File: config.mk
export PLATFORM = sky130hd
export DESIGN_NAME = wtile_seq
export DESIGN_NICKNAME = d
export VERILOG_FILES = /design/src/rtl/wtile_pkg.sv /design/src/rtl/wtile_grp_enc.sv /design/src/rtl/wtile_tag_table.sv /design/src/rtl/wtile_issue.sv /design/src/rtl/wtile_seq.sv
export SDC_FILE = /design/constraint.sdc
export NUM_CORES = 2
export LEC_CHECK = 0
export BUFFER_PORTS_ARGS = -buffer_cell sky130_fd_sc_hd__clkbuf_2
export CORE_MARGIN = 5
export CORE_UTILIZATION = 57
export CTS_CLUSTER_DIAMETER = 60
export CTS_CLUSTER_SIZE = 25
export DETAILED_ROUTE_END_ITERATION = 12
export HOLD_SLACK_MARGIN = 0.02
export PLACE_DENSITY = 0.76
export RECOVER_POWER = 50
export SLEW_MARGIN = 25
export SYNTH_ARGS = -nofsm -noshare
export SYNTH_HDL_FRONTEND = slang
export SYNTH_HIERARCHICAL = 1
export SYNTH_SLANG_ARGS = --single-unit
File: constraint.sdc
create_clock -name clk -period 7.7 [get_ports clk]
set_clock_uncertainty 0.05 [all_clocks]
set_input_delay 1.54 -clock clk [delete_from_list [all_inputs] [get_ports clk]]
set_output_delay 1.54 -clock clk [all_outputs]
set_load 0.01 [all_outputs]
File: src/rtl/wtile_pkg.sv
package wtile_pkg;
  // Command opcodes
  localparam logic OP_LOAD    = 1'b0;
  localparam logic OP_COMPUTE = 1'b1;

  // Accumulate flag vector: bit0 start, bit1 stop, bit2 accumulate
  typedef logic [2:0] acc_flags_t;
  localparam acc_flags_t FLG_NONE  = 3'b000;
  localparam acc_flags_t FLG_START = 3'b001;
  localparam acc_flags_t FLG_STOP  = 3'b010;

  // Group code and its compact class index (seven legal codes per axis)
  typedef logic [3:0] grp_t;
  localparam int CLS_W = 3;
  localparam grp_t GRP_FULL = 4'hF;
endpackage

File: src/rtl/wtile_grp_enc.sv
module wtile_grp_enc
  import wtile_pkg::*;
#(
  parameter int ARRAY_DIM = 128,
  localparam int POS_W  = $clog2(ARRAY_DIM),
  localparam int SIZE_W = POS_W + 1
) (
  input  logic [POS_W-1:0]  pos,
  input  logic [SIZE_W-1:0] size,
  input  logic              force_full,
  output grp_t              grp,
  output logic [CLS_W-1:0]  cls
);
  localparam int QUAD = ARRAY_DIM / 4;

  logic [1:0] quad;
  logic       upper;

  always_comb begin
    quad  = 2'(pos >> (POS_W - 2));
    upper = 1'(pos >> (POS_W - 1));
    if (force_full) begin
      grp = GRP_FULL;
      cls = CLS_W'(6);
    end else if (size <= SIZE_W'(QUAD)) begin
      grp = grp_t'(4'b0001 << quad);
      cls = {1'b0, quad};
    end else if (size <= SIZE_W'(2 * QUAD)) begin
      grp = upper ? 4'hC : 4'h3;
      cls = {2'b10, upper};
    end else begin
      grp = GRP_FULL;
      cls = CLS_W'(6);
    end
  end
endmodule

File: src/rtl/wtile_tag_table.sv
module wtile_tag_table
  import wtile_pkg::*;
#(
  parameter int ADDR_W = 16,
  parameter int PERF_W = 3,
  localparam int IDX_W = 2 * CLS_W,
  localparam int DEPTH = 1 << IDX_W
) (
  input  logic              clk,
  input  logic              rst,
  input  logic [IDX_W-1:0]  lk_idx,
  input  logic [ADDR_W-1:0] lk_addr,
  input  logic [PERF_W-1:0] lk_perf,
  output logic              lk_hit,
  input  logic              clr_all,
  input  logic              snoop_v,
  input  logic [ADDR_W-1:0] snoop_addr,
  input  logic              ins_en,
  input  logic [IDX_W-1:0]  ins_idx,
  input  logic [ADDR_W-1:0] ins_addr,
  input  logic [PERF_W-1:0] ins_perf
);
  logic [DEPTH-1:0]  ent_vld;
  logic [ADDR_W-1:0] ent_addr [DEPTH];
  logic [PERF_W-1:0] ent_perf [DEPTH];

  // Same-cycle invalidations take priority over the lookup
  always_comb begin
    lk_hit = ent_vld[lk_idx]
           && (ent_addr[lk_idx] == lk_addr)
           && (ent_perf[lk_idx] == lk_perf)
           && !clr_all
           && !(snoop_v && (snoop_addr == ent_addr[lk_idx]));
  end

  // Valid bits: clears first, a same-cycle insert wins
  always_ff @(posedge clk) begin
    if (rst) begin
      ent_vld <= '0;
    end else begin
      for (int i = 0; i < DEPTH; i++) begin
        if (clr_all || (snoop_v && (ent_addr[i] == snoop_addr)))
          ent_vld[i] <= 1'b0;
      end
      if (ins_en)
        ent_vld[ins_idx] <= 1'b1;
    end
  end

  // Payload: plain write port, no reset
  always_ff @(posedge clk) begin
    if (ins_en) begin
      ent_addr[ins_idx] <= ins_addr;
      ent_perf[ins_idx] <= ins_perf;
    end
  end


  clear_all_chk: assert property (@(posedge clk) disable iff (rst)
    clr_all && !ins_en |=> (ent_vld == '0));


  insert_hit_chk: assert property (@(posedge clk) disable iff (rst)
    ins_en |=> ent_vld[$past(ins_idx)]);
endmodule

File: src/rtl/wtile_issue.sv
module wtile_issue
  import wtile_pkg::*;
#(
  parameter int ADDR_W = 16,
  parameter int PERF_W = 3
) (
  input  logic              clk,
  input  logic              rst,
  input  logic              req_valid,
  output logic              req_ready,
  input  logic              req_fp,
  input  logic              req_hit,
  input  grp_t              req_rgrp,
  input  grp_t              req_cgrp,
  input  logic [ADDR_W-1:0] req_waddr,
  input  logic [PERF_W-1:0] req_perf,
  input  acc_flags_t        req_flags,
  output logic              req_fire,
  output logic              cmd_valid,
  input  logic              cmd_ready,
  output logic              cmd_op,
  output grp_t              cmd_row_grp,
  output grp_t              cmd_col_grp,
  output logic [ADDR_W-1:0] cmd_waddr,
  output logic [PERF_W-1:0] cmd_perf,
  output acc_flags_t        cmd_flags
);
  logic [1:0]  rem;      // commands still to be placed after the current one
  logic        h_fp;
  acc_flags_t  h_flags;
  logic        adv;

  assign adv       = !cmd_valid || cmd_ready;
  assign req_ready = (rem == 2'd0) && adv;
  assign req_fire  = req_valid && req_ready;

  always_ff @(posedge clk) begin
    if (rst) begin
      cmd_valid <= 1'b0;
      rem       <= 2'd0;
    end else if (adv) begin
      if (rem != 2'd0) begin
        cmd_valid <= 1'b1;
        rem       <= rem - 2'd1;
        if (!h_fp) begin
          cmd_op    <= OP_COMPUTE;
          cmd_flags <= h_flags;
        end else begin
          case (rem)
            2'd3:    begin cmd_op <= OP_COMPUTE; cmd_flags <= FLG_START; end
            2'd2:    begin cmd_op <= OP_LOAD;    cmd_flags <= FLG_NONE;  end
            default: begin cmd_op <= OP_COMPUTE; cmd_flags <= FLG_STOP;  end
          endcase
        end
      end else if (req_fire) begin
        cmd_valid <= 1'b1;
        if (req_fp) begin
          cmd_op    <= OP_LOAD;
          cmd_flags <= FLG_NONE;
          rem       <= 2'd3;
        end else if (req_hit) begin
          cmd_op    <= OP_COMPUTE;
          cmd_flags <= req_flags;
          rem       <= 2'd0;
        end else begin
          cmd_op    <= OP_LOAD;
          cmd_flags <= FLG_NONE;
          rem       <= 2'd1;
        end
      end else begin
        cmd_valid <= 1'b0;
      end
    end
  end

  // Per-request payload held for the whole expansion
  always_ff @(posedge clk) begin
    if (req_fire) begin
      cmd_row_grp <= req_rgrp;
      cmd_col_grp <= req_cgrp;
      cmd_waddr   <= req_waddr;
      cmd_perf    <= req_perf;
      h_fp        <= req_fp;
      h_flags     <= req_flags;
    end
  end


  stall_hold_chk: assert property (@(posedge clk) disable iff (rst)
    cmd_valid && !cmd_ready |=> cmd_valid && $stable(cmd_op) && $stable(cmd_flags)
      && $stable(cmd_row_grp) && $stable(cmd_col_grp) && $stable(cmd_waddr) && $stable(cmd_perf));


  load_then_compute_chk: assert property (@(posedge clk) disable iff (rst)
    cmd_valid && cmd_ready && (cmd_op == OP_LOAD) |=> cmd_valid && (cmd_op == OP_COMPUTE));


  hit_compute_chk: assert property (@(posedge clk) disable iff (rst)
    req_fire && req_hit && !req_fp |=> cmd_valid && (cmd_op == OP_COMPUTE)
      && (cmd_flags == $past(req_flags)));


  miss_load_chk: assert property (@(posedge clk) disable iff (rst)
    req_fire && !req_hit && !req_fp |=> cmd_valid && (cmd_op == OP_LOAD) && (cmd_flags == FLG_NONE));


  fp_first_load_chk: assert property (@(posedge clk) disable iff (rst)
    req_fire && req_fp |=> cmd_valid && (cmd_op == OP_LOAD) && (cmd_flags == FLG_NONE));


  grp_legal_chk: assert property (@(posedge clk) disable iff (rst)
    cmd_valid |-> (cmd_row_grp inside {4'h1, 4'h2, 4'h4, 4'h8, 4'h3, 4'hC, 4'hF})
      && (cmd_col_grp inside {4'h1, 4'h2, 4'h4, 4'h8, 4'h3, 4'hC, 4'hF}));
endmodule

File: src/rtl/wtile_seq.sv
module wtile_seq
  import wtile_pkg::*;
#(
  parameter int ARRAY_DIM = 128,
  parameter int ADDR_W    = 16,
  parameter int PERF_W    = 3,
  localparam int POS_W    = $clog2(ARRAY_DIM),
  localparam int SIZE_W   = POS_W + 1
) (
  input  logic              clk,
  input  logic              rst,
  input  logic              req_valid,
  output logic              req_ready,
  input  logic [POS_W-1:0]  req_row_pos,
  input  logic [SIZE_W-1:0] req_row_size,
  input  logic [POS_W-1:0]  req_col_pos,
  input  logic [SIZE_W-1:0] req_col_size,
  input  logic              req_col_full,
  input  logic [ADDR_W-1:0] req_waddr,
  input  logic [PERF_W-1:0] req_perf,
  input  logic              req_fullprec,
  input  logic [2:0]        req_flags,
  input  logic              tile_cfg_chg,
  input  logic              wr_snoop_valid,
  input  logic [ADDR_W-1:0] wr_snoop_addr,
  output logic              cmd_valid,
  input  logic              cmd_ready,
  output logic              cmd_op,
  output logic [3:0]        cmd_row_grp,
  output logic [3:0]        cmd_col_grp,
  output logic [ADDR_W-1:0] cmd_waddr,
  output logic [PERF_W-1:0] cmd_perf,
  output logic [2:0]        cmd_flags
);
  localparam int IDX_W = 2 * CLS_W;

  grp_t             rgrp, cgrp;
  logic [CLS_W-1:0] rcls, ccls;
  logic [IDX_W-1:0] key_idx;
  logic             hit, fire, clr_all, ins_en;

  wtile_grp_enc #(.ARRAY_DIM(ARRAY_DIM)) u_row_enc (
    .pos(req_row_pos), .size(req_row_size), .force_full(1'b0), .grp(rgrp), .cls(rcls));

  wtile_grp_enc #(.ARRAY_DIM(ARRAY_DIM)) u_col_enc (
    .pos(req_col_pos), .size(req_col_size), .force_full(req_col_full), .grp(cgrp), .cls(ccls));

  assign key_idx = {rcls, ccls};
  assign clr_all = tile_cfg_chg || (fire && req_fullprec);
  assign ins_en  = fire && !req_fullprec && !hit;

  wtile_tag_table #(.ADDR_W(ADDR_W), .PERF_W(PERF_W)) u_tags (
    .clk(clk), .rst(rst),
    .lk_idx(key_idx), .lk_addr(req_waddr), .lk_perf(req_perf), .lk_hit(hit),
    .clr_all(clr_all), .snoop_v(wr_snoop_valid), .snoop_addr(wr_snoop_addr),
    .ins_en(ins_en), .ins_idx(key_idx), .ins_addr(req_waddr), .ins_perf(req_perf));

  wtile_issue #(.ADDR_W(ADDR_W), .PERF_W(PERF_W)) u_issue (
    .clk(clk), .rst(rst),
    .req_valid(req_valid), .req_ready(req_ready), .req_fp(req_fullprec), .req_hit(hit),
    .req_rgrp(rgrp), .req_cgrp(cgrp), .req_waddr(req_waddr), .req_perf(req_perf),
    .req_flags(req_flags), .req_fire(fire),
    .cmd_valid(cmd_valid), .cmd_ready(cmd_ready), .cmd_op(cmd_op),
    .cmd_row_grp(cmd_row_grp), .cmd_col_grp(cmd_col_grp), .cmd_waddr(cmd_waddr),
    .cmd_perf(cmd_perf), .cmd_flags(cmd_flags));


  reset_idle_chk: assert property (@(posedge clk)
    $past(rst) |-> !cmd_valid && req_ready);
endmodule

### After elaboration in Yosys (flattened, before gate mapping)

Memory sizes are Yosys's and may differ from the RTL's.
Index checks and enable logic that the tools add are counted.
Widths: inputs -> output; s select.

* $add $sub $neg: 1
* equality and inequality tests: 69
* mux-type cells: 164
* shift-type cells: 2
* bitwise logic cells: 2
* reduce and logical (&&, ||, !) cells: 151
* $lt $le $gt $ge: 6

Operators with widths (number)
* $eq 16x16->1: 66
* $mux 1: 141
* $logic_and 1x1->1: 75
* $logic_or 1x1->1: 66
* $mux 64: 1
* $or 64x64->64: 1
* $mux 3: 8
* $mux 4: 6
* $le 8x6->1 const B: 2
* $le 8x7->1 const B: 2
* $mux 2: 5
* $shl 1x2->4 const A: 2
* $lt 6x7->1 const B: 1
* $bmux 1 s6: 1
* $demux 1 s6: 1
* $ge 6x1->1 const B: 1
* $logic_not 1->1: 5
* $eq 2x2->1 const B: 2
* $pmux 2 s2: 1
* $reduce_bool 2->1: 2
* $eq 3x3->1: 1
* $reduce_and 3->1: 1
* $logic_not 2->1: 1
* $reduce_and 2->1: 1
* 2 further kinds: 2

* output and inout port bits: 33
* bits in registers: 102
* input port bits: 76
* word-level logic and storage cells: 408
* memory bits (writable): 1216
* memories: 2

Memory list
* u_tags.ent_addr: depth 64, width 16, rd ports 65, clocked after memory_dff 0, write ports 1, RTL line wtile_tag_table.sv:24 `logic [ADDR_W-1:0] ent_addr [DEPTH];`
* u_tags.ent_perf: depth 64, width 3, rd ports 1, clocked after memory_dff 0, write ports 1, RTL line wtile_tag_table.sv:25 `logic [PERF_W-1:0] ent_perf [DEPTH];`

### Longest topological paths before layout

* word-level depth: 14
* gate-level depth with buffers: 28
* mapped depth without buffers: 19

### Modules after synthesis

Netlist, hierarchy kept.

Modules (own cells, without submodules)
* wtile_tag_table: seq. area each 37796.2 sq um, times used 1, cells each 4001, area an instance 61736.7 sq um
* wtile_issue: seq. area each 1111.1 sq um, times used 1, cells each 71, area an instance 1308.8 sq um
* wtile_grp_enc at u_col_enc: seq. area each 0.0 sq um, times used 1, cells each 34, area an instance 219.0 sq um
* wtile_grp_enc at u_row_enc: seq. area each 0.0 sq um, times used 1, cells each 35, area an instance 206.4 sq um
* wtile_seq: seq. area each 0.0 sq um, times used 1, cells each 3, area an instance 23.8 sq um

### Worst setup path before layout

No wires, ideal clock.

* path type: input -> register
* start: input req_col_size[1]
* end: memory u_tags.ent_addr[27][0] (enable)
* stages on the path: 23
* library setup time: 396 ps
* data arrival time: 7017 ps
* path slack: 237 ps
* required time: 7254 ps
* buffers on the path: 6
* cell sequence: nor3_4 > nand2_2 > o32ai_2 > o21a_1 > buf_6 > buf_8 > buf_8 > buf_6 > buf_2 > buf_2 > mux4_2 > a22oi_1 > a21oi_1 > a41oi_1 > a21oi_1 > nor3b_1 > nand4_1 > nor4_1 > nor4_1 > nor3b_2 > nor2b_1 > nand3_1 > nor2_1

* cells in the longest elaborated chain, start to end: 14
* elaborated cells on any way between the ends: 22
* those cells by class: order compare: 2; eq/ne: 3; mux: 7; reduce/logical: 8; memory: 2

Ends and longest elaborated chain
* start, declared: RTL line wtile_seq.sv:17 `input logic [SIZE_W-1:0] req_col_size,`
* $le 8x7->1: RTL line wtile_grp_enc.sv:28 `end else if (size <= SIZE_W'(2 * QUAD)) begin`
* $mux 2: RTL line wtile_grp_enc.sv:28
* $mux 3 (*): RTL line wtile_grp_enc.sv:25 `end else if (size <= SIZE_W'(QUAD)) begin`
* $mux 3 (*): RTL line wtile_grp_enc.sv:22 `if (force_full) begin`
* named net ccls[0]: RTL line wtile_seq.sv:38 `logic [CLS_W-1:0] rcls, ccls;`
* $mem_v2 64x16 / $bmux 1 s6 (equally long branches)
* $eq 16x16->1 / $mux 1 (equally long branches): RTL line wtile_tag_table.sv:30, wtile_tag_table.sv:29
* $logic_and 1x1->1: RTL line wtile_tag_table.sv:30 `&& (ent_addr[lk_idx] == lk_addr)`
* $logic_and 1x1->1: RTL line wtile_tag_table.sv:31 `&& (ent_perf[lk_idx] == lk_perf)`
* $logic_and 1x1->1: RTL line wtile_tag_table.sv:32 `&& !clr_all`
* $logic_and 1x1->1 (*): RTL line wtile_tag_table.sv:33 `&& !(snoop_v && (snoop_addr == ent_addr[lk_idx]));`
* named net hit: RTL line wtile_seq.sv:40 `logic hit, fire, clr_all, ins_en;`
* $logic_not 1->1 (*): RTL line wtile_seq.sv:50 `assign ins_en = fire && !req_fullprec && !hit;`
* $logic_and 1x1->1 (*): RTL line wtile_seq.sv:50
* named net ins_en: RTL line wtile_seq.sv:40
* $mux 1 (*): RTL line wtile_tag_table.sv:52 `if (ins_en) begin`
* $mux 1 (not written as such) (*): RTL line wtile_tag_table.sv:53 `ent_addr[ins_idx] <= ins_addr;`
* end, declared: RTL line wtile_tag_table.sv:24

Mark *: on every way through the listed nets, which the timed path passes. The rest lies on a longest branch. The select of a mux whose other input is x is not followed.

### Final worst setup path

* start: input req_col_size[1]
* end: register u_tags.ent_vld[43]

* cells in the longest elaborated chain, start to end: 13
* elaborated cells on any way between the ends: 27
* those cells by class: order compare: 4; eq/ne: 3; mux: 8; bitwise: 1; reduce/logical: 9; memory: 2

Ends and longest elaborated chain
* $le 8x7->1: RTL line wtile_grp_enc.sv:28
* $mux 2: RTL line wtile_grp_enc.sv:28
* $mux 3 (*): RTL line wtile_grp_enc.sv:25
* $mux 3 (*): RTL line wtile_grp_enc.sv:22
* named net ccls[1]: RTL line wtile_seq.sv:38
* $mem_v2 64x16 / $bmux 1 s6 (equally long branches)
* $eq 16x16->1 / $mux 1 (equally long branches): RTL line wtile_tag_table.sv:30, wtile_tag_table.sv:29
* $logic_and 1x1->1: RTL line wtile_tag_table.sv:30
* $logic_and 1x1->1: RTL line wtile_tag_table.sv:31
* $logic_and 1x1->1: RTL line wtile_tag_table.sv:32
* $logic_and 1x1->1 (*): RTL line wtile_tag_table.sv:33
* named net hit: RTL line wtile_seq.sv:40
* $logic_not 1->1 (*): RTL line wtile_seq.sv:50
* $logic_and 1x1->1 (*): RTL line wtile_seq.sv:50
* named net ins_en: RTL line wtile_seq.sv:40
* $mux 64 (*): RTL line wtile_tag_table.sv:45 `if (ins_en)`
* end signal, assigned: RTL line wtile_tag_table.sv:39 `ent_vld <= '0;`
* end signal, assigned by index: RTL line wtile_tag_table.sv:43 `ent_vld[i] <= 1'b0;`
* end signal, assigned by index: RTL line wtile_tag_table.sv:46 `ent_vld[ins_idx] <= 1'b1;`
* end, declared: RTL line wtile_tag_table.sv:23 `logic [DEPTH-1:0] ent_vld;`

Marks and branches as above.
A chain may end at the register's enable or synchronous reset.

==> impl_metrics.csv <==
group,metric,value,unit
run_status,status,"finished with violations",
run_status,failed_checks,"capacitance limit, slew limit",
grt,grt_util_all_layers,0.3752,
job,maxCapViolations,30,
grt,grt_pass1_vias,40071,
min_path,hp-class,"flip-flop to flip-flop",
grt,grt_pass1_wl,310.2,mm
grt,grt_overflow,0,
clock_tree,postCtsHoldBufs,0,
synth,ys_warn_count,6,
layout,nFillCells,7804,
sta,min_period_over_period,0.9463,
synth,synth_common_cells,"1251 x edfxtp_1, 1035 x xnor2_1, 285 x mux4_2, 203 x nand4_1, 167 x nand3_1",
route,vias,41710,
setup_path,setup.worst_path.end_class,"flip-flop",
route,wl_per_cell,37.83,um
synth,synthesis.area,63490,um^2
synth,yosysTopAreaCell,"edfxtp_1",
synth,synth_ff_type,"edfxtp_1",
placed_design,place_ws,9.324,ps
clock_tree,postCtsSetupBuffers,0,
placed_design,place_inst,5699,
synth,ys_types,83,
placed_design,hpwlAfterDp,150.8,mm
sta,fin_ws,413.9,ps
sta,slew_headroom,-1.820,
clock_tree,cts_root_buf,"clkbuf_16",
clock_tree,clockBufferDepth,3,
sta,hold_viol_final,0,
sta,fin_crit,7286,ps
setup_path,cp-start-kind,"input pin",
clock_tree,clock-sinks,1318,
sta,rsz0062_at_grt,"no",
placed_design,numPortBuffers,98,
synth,syn-num-nets,4220,
die,die_w,343.8,um
route,drt_iter0_drc,7376,
layout,layout.cells.non_filler,5885,
die,pin_count,109,
clock_tree,clk-insertion-delay-late,730,ps
placed_design,dpl_cell_area,67750,um^2
sta,tns,0,ps
setup_path,path_max_fanout,29,
clock_tree,cts_resized,0,
sta,drv_slew,1287,
clock_tree,cts_max_level,3,
grt,grt_max_degree,66,
synth,netlist_instances,4144,
synth,async_flop_share,0,
layout,utilization,0.6438,
die,dieArea,118200,um^2
route,dr.pass1.iters,6,
route,drc,0,
placed_design,gp_congestion,1.027,
synth,synth.most_common_cell,"edfxtp_1",
route,ant_nets,0,
clock_tree,cts_tree,"yes",
die,core_area,110700,um^2
synth,avgSynthCellArea,15.32,um^2
synth,ys_top_cells_by_area,"edfxtp_1 59%, xnor2_1 14%, mux4_2 10%, mux2i_1 2.2%, dfxtp_1 2.1%",
route,routed_wl,222.6,mm
layout,drive_above_1_share,0.1928,
route,vias_per_cell,7.088,
synth,synth-edff-count,1251,
die,dieHeight,343.8,um
setup_path,crit_arrival,7790,ps
layout,area_growth,12.21,%
pwr,peakVddDrop,194.7,uV
setup_path,critical_path_class,"input pin to flip-flop",
die,start_util,0.5737,
layout,nNetsFinal,4386,
synth,synth_seq_area_share,0.6128,
grt,antenna_found_initial,12,
clock_tree,cts-buffers-inserted,97,
die,row_count,122,
setup_path,crit_required,8210,ps
pwr,powerDensity,210.5,nW/um^2
synth,synthDominantCellAreaShare,0.5916,
synth,synth.ff_latch_count,1318,
sta,tightest_slew,4231,ps
clock_tree,path_clk_slew,90,ps
pwr,p_leak,21.92,nW
layout,fin_area,71250,um^2
sta,max_freq,137.2,MHz
sta,setup_viol,0,
[cells in the final DEF (no fill, tap or decap), types with 67 or more instances in the layout]
cell type and n:
nand2_1 68, nor2_1 93, mux2i_1 142, buf_4 138, a31oi_1 67, dfxtp_1 67
mux4_2 285, nor4_1 69, nand4_1 203, buf_12 88, nand3_1 166, edfxtp_1 1251
xnor2_1 1035, clkbuf_16 101
[metrics by stage]
step,hold slack (ps),power [W]
after floorplan,424.4,0.008748
after global placement,442.3,0.009321
after detailed placement,452.2,0.009331
after CTS,471.4,0.01497
after global routing,489.1,0.01533
final,475.9,0.01500
[critical path: stages]
cell,delay [ps]
clkbuf_1,100
nor3_4,330
a21bo_2,250
a21oi_1,130
o21ai_4,400
buf_12,320
buf_4,370
mux4_2,360
mux2i_1,310
nor3_1,190
a311oi_1,620
o311ai_1,300
xor2_1,230
nor4_1,340
nand4b_1,130
nor4_1,480
nor3b_2,140
nor2b_1,220
nand3_1,120
buf_4,290
nor2_2,100
buf_12,190
a31oi_1,190
nor2_1,80
[layout make-up]
class,count,area [um^2],share of cell area
inverter,13,50.05,0.0007025
sequential,1318,38910,0.5461
multi-input combinational,2547,23520,0.3301
tap,1488,1862,0.02613
antenna,4,10.01,0.0001405
clock inverter,77,1100,0.01544
clock buffer,105,2542,0.03569
timing repair buffer,333,3257,0.04571
[state kept, by name, indices dropped and copies added, names as in the netlist]
register / count
u_tags/ent_addr: 1024
u_tags/ent_perf: 192
u_tags/ent_vld: 64
u_issue/cmd_waddr: 16
u_issue/cmd_col_grp: 4
u_issue/cmd_row_grp: 4
u_issue/cmd_flags: 3
u_issue/cmd_perf: 3
u_issue/h_flags: 3
u_issue/rem: 2
u_issue/cmd_op: 1
u_issue/cmd_valid: 1
u_issue/h_fp: 1
[layer usage]
layer | share of wire | wire length (um) | vias up | global-route usage
met2 | 0.43 | 95700 | 3674 | 0.5461
met1 | 0.35 | 78930 | 21061 | 0.5294
met4 | 0.063 | 13930 | 10 | 0.1761
met3 | 0.15 | 34010 | 645 | 0.1056
met5 | 0.00030 | 66 | - | 0.003676
li1 | - | - | 16320 | -
[logic make-up (layout without fill, tap and decap cells)]
logic type             after synthesis  after routing  synth area share
flip-flops                        1318           1318            0.6128
XOR/XNOR                          1047           1047            0.1444
AND/OR/NAND/NOR                    771            771           0.06454
other                                1              5        0.00005906
multiplexers                       441            441            0.1260
AO/OA/AOI/OAI                      287            287           0.03216
buffers and inverters              279            528           0.02010
[power by group]
group	switching [W]	total, W	internal [W]
Clock	0.00304	0.00578	0.00274
Sequential	0.0000104	0.00788	0.00787
Combinational	0.000906	0.00134	0.000435
Total	0.00395	0.0150	0.0110
[final timing paths]
kind / start / end / slack (ps) / cells after the start
max: req_col_size[1] / u_tags/ent_vld[43]$_SDFF_PP0_ / 410 / 24
min: u_tags/ent_vld[51]$_SDFF_PP0_ / u_tags/ent_vld[51]$_SDFF_PP0_ / 480 / 2
max reg2reg: u_issue/rem[0]$_SDFFE_PP0P_ / u_tags/ent_addr[7][2]$_DFFE_PP_ / 2620 / 14
min reg2reg: u_tags/ent_vld[51]$_SDFF_PP0_ / u_tags/ent_vld[51]$_SDFF_PP0_ / 480 / 2
No activity file was read; power rests on OpenSTA's default activity.
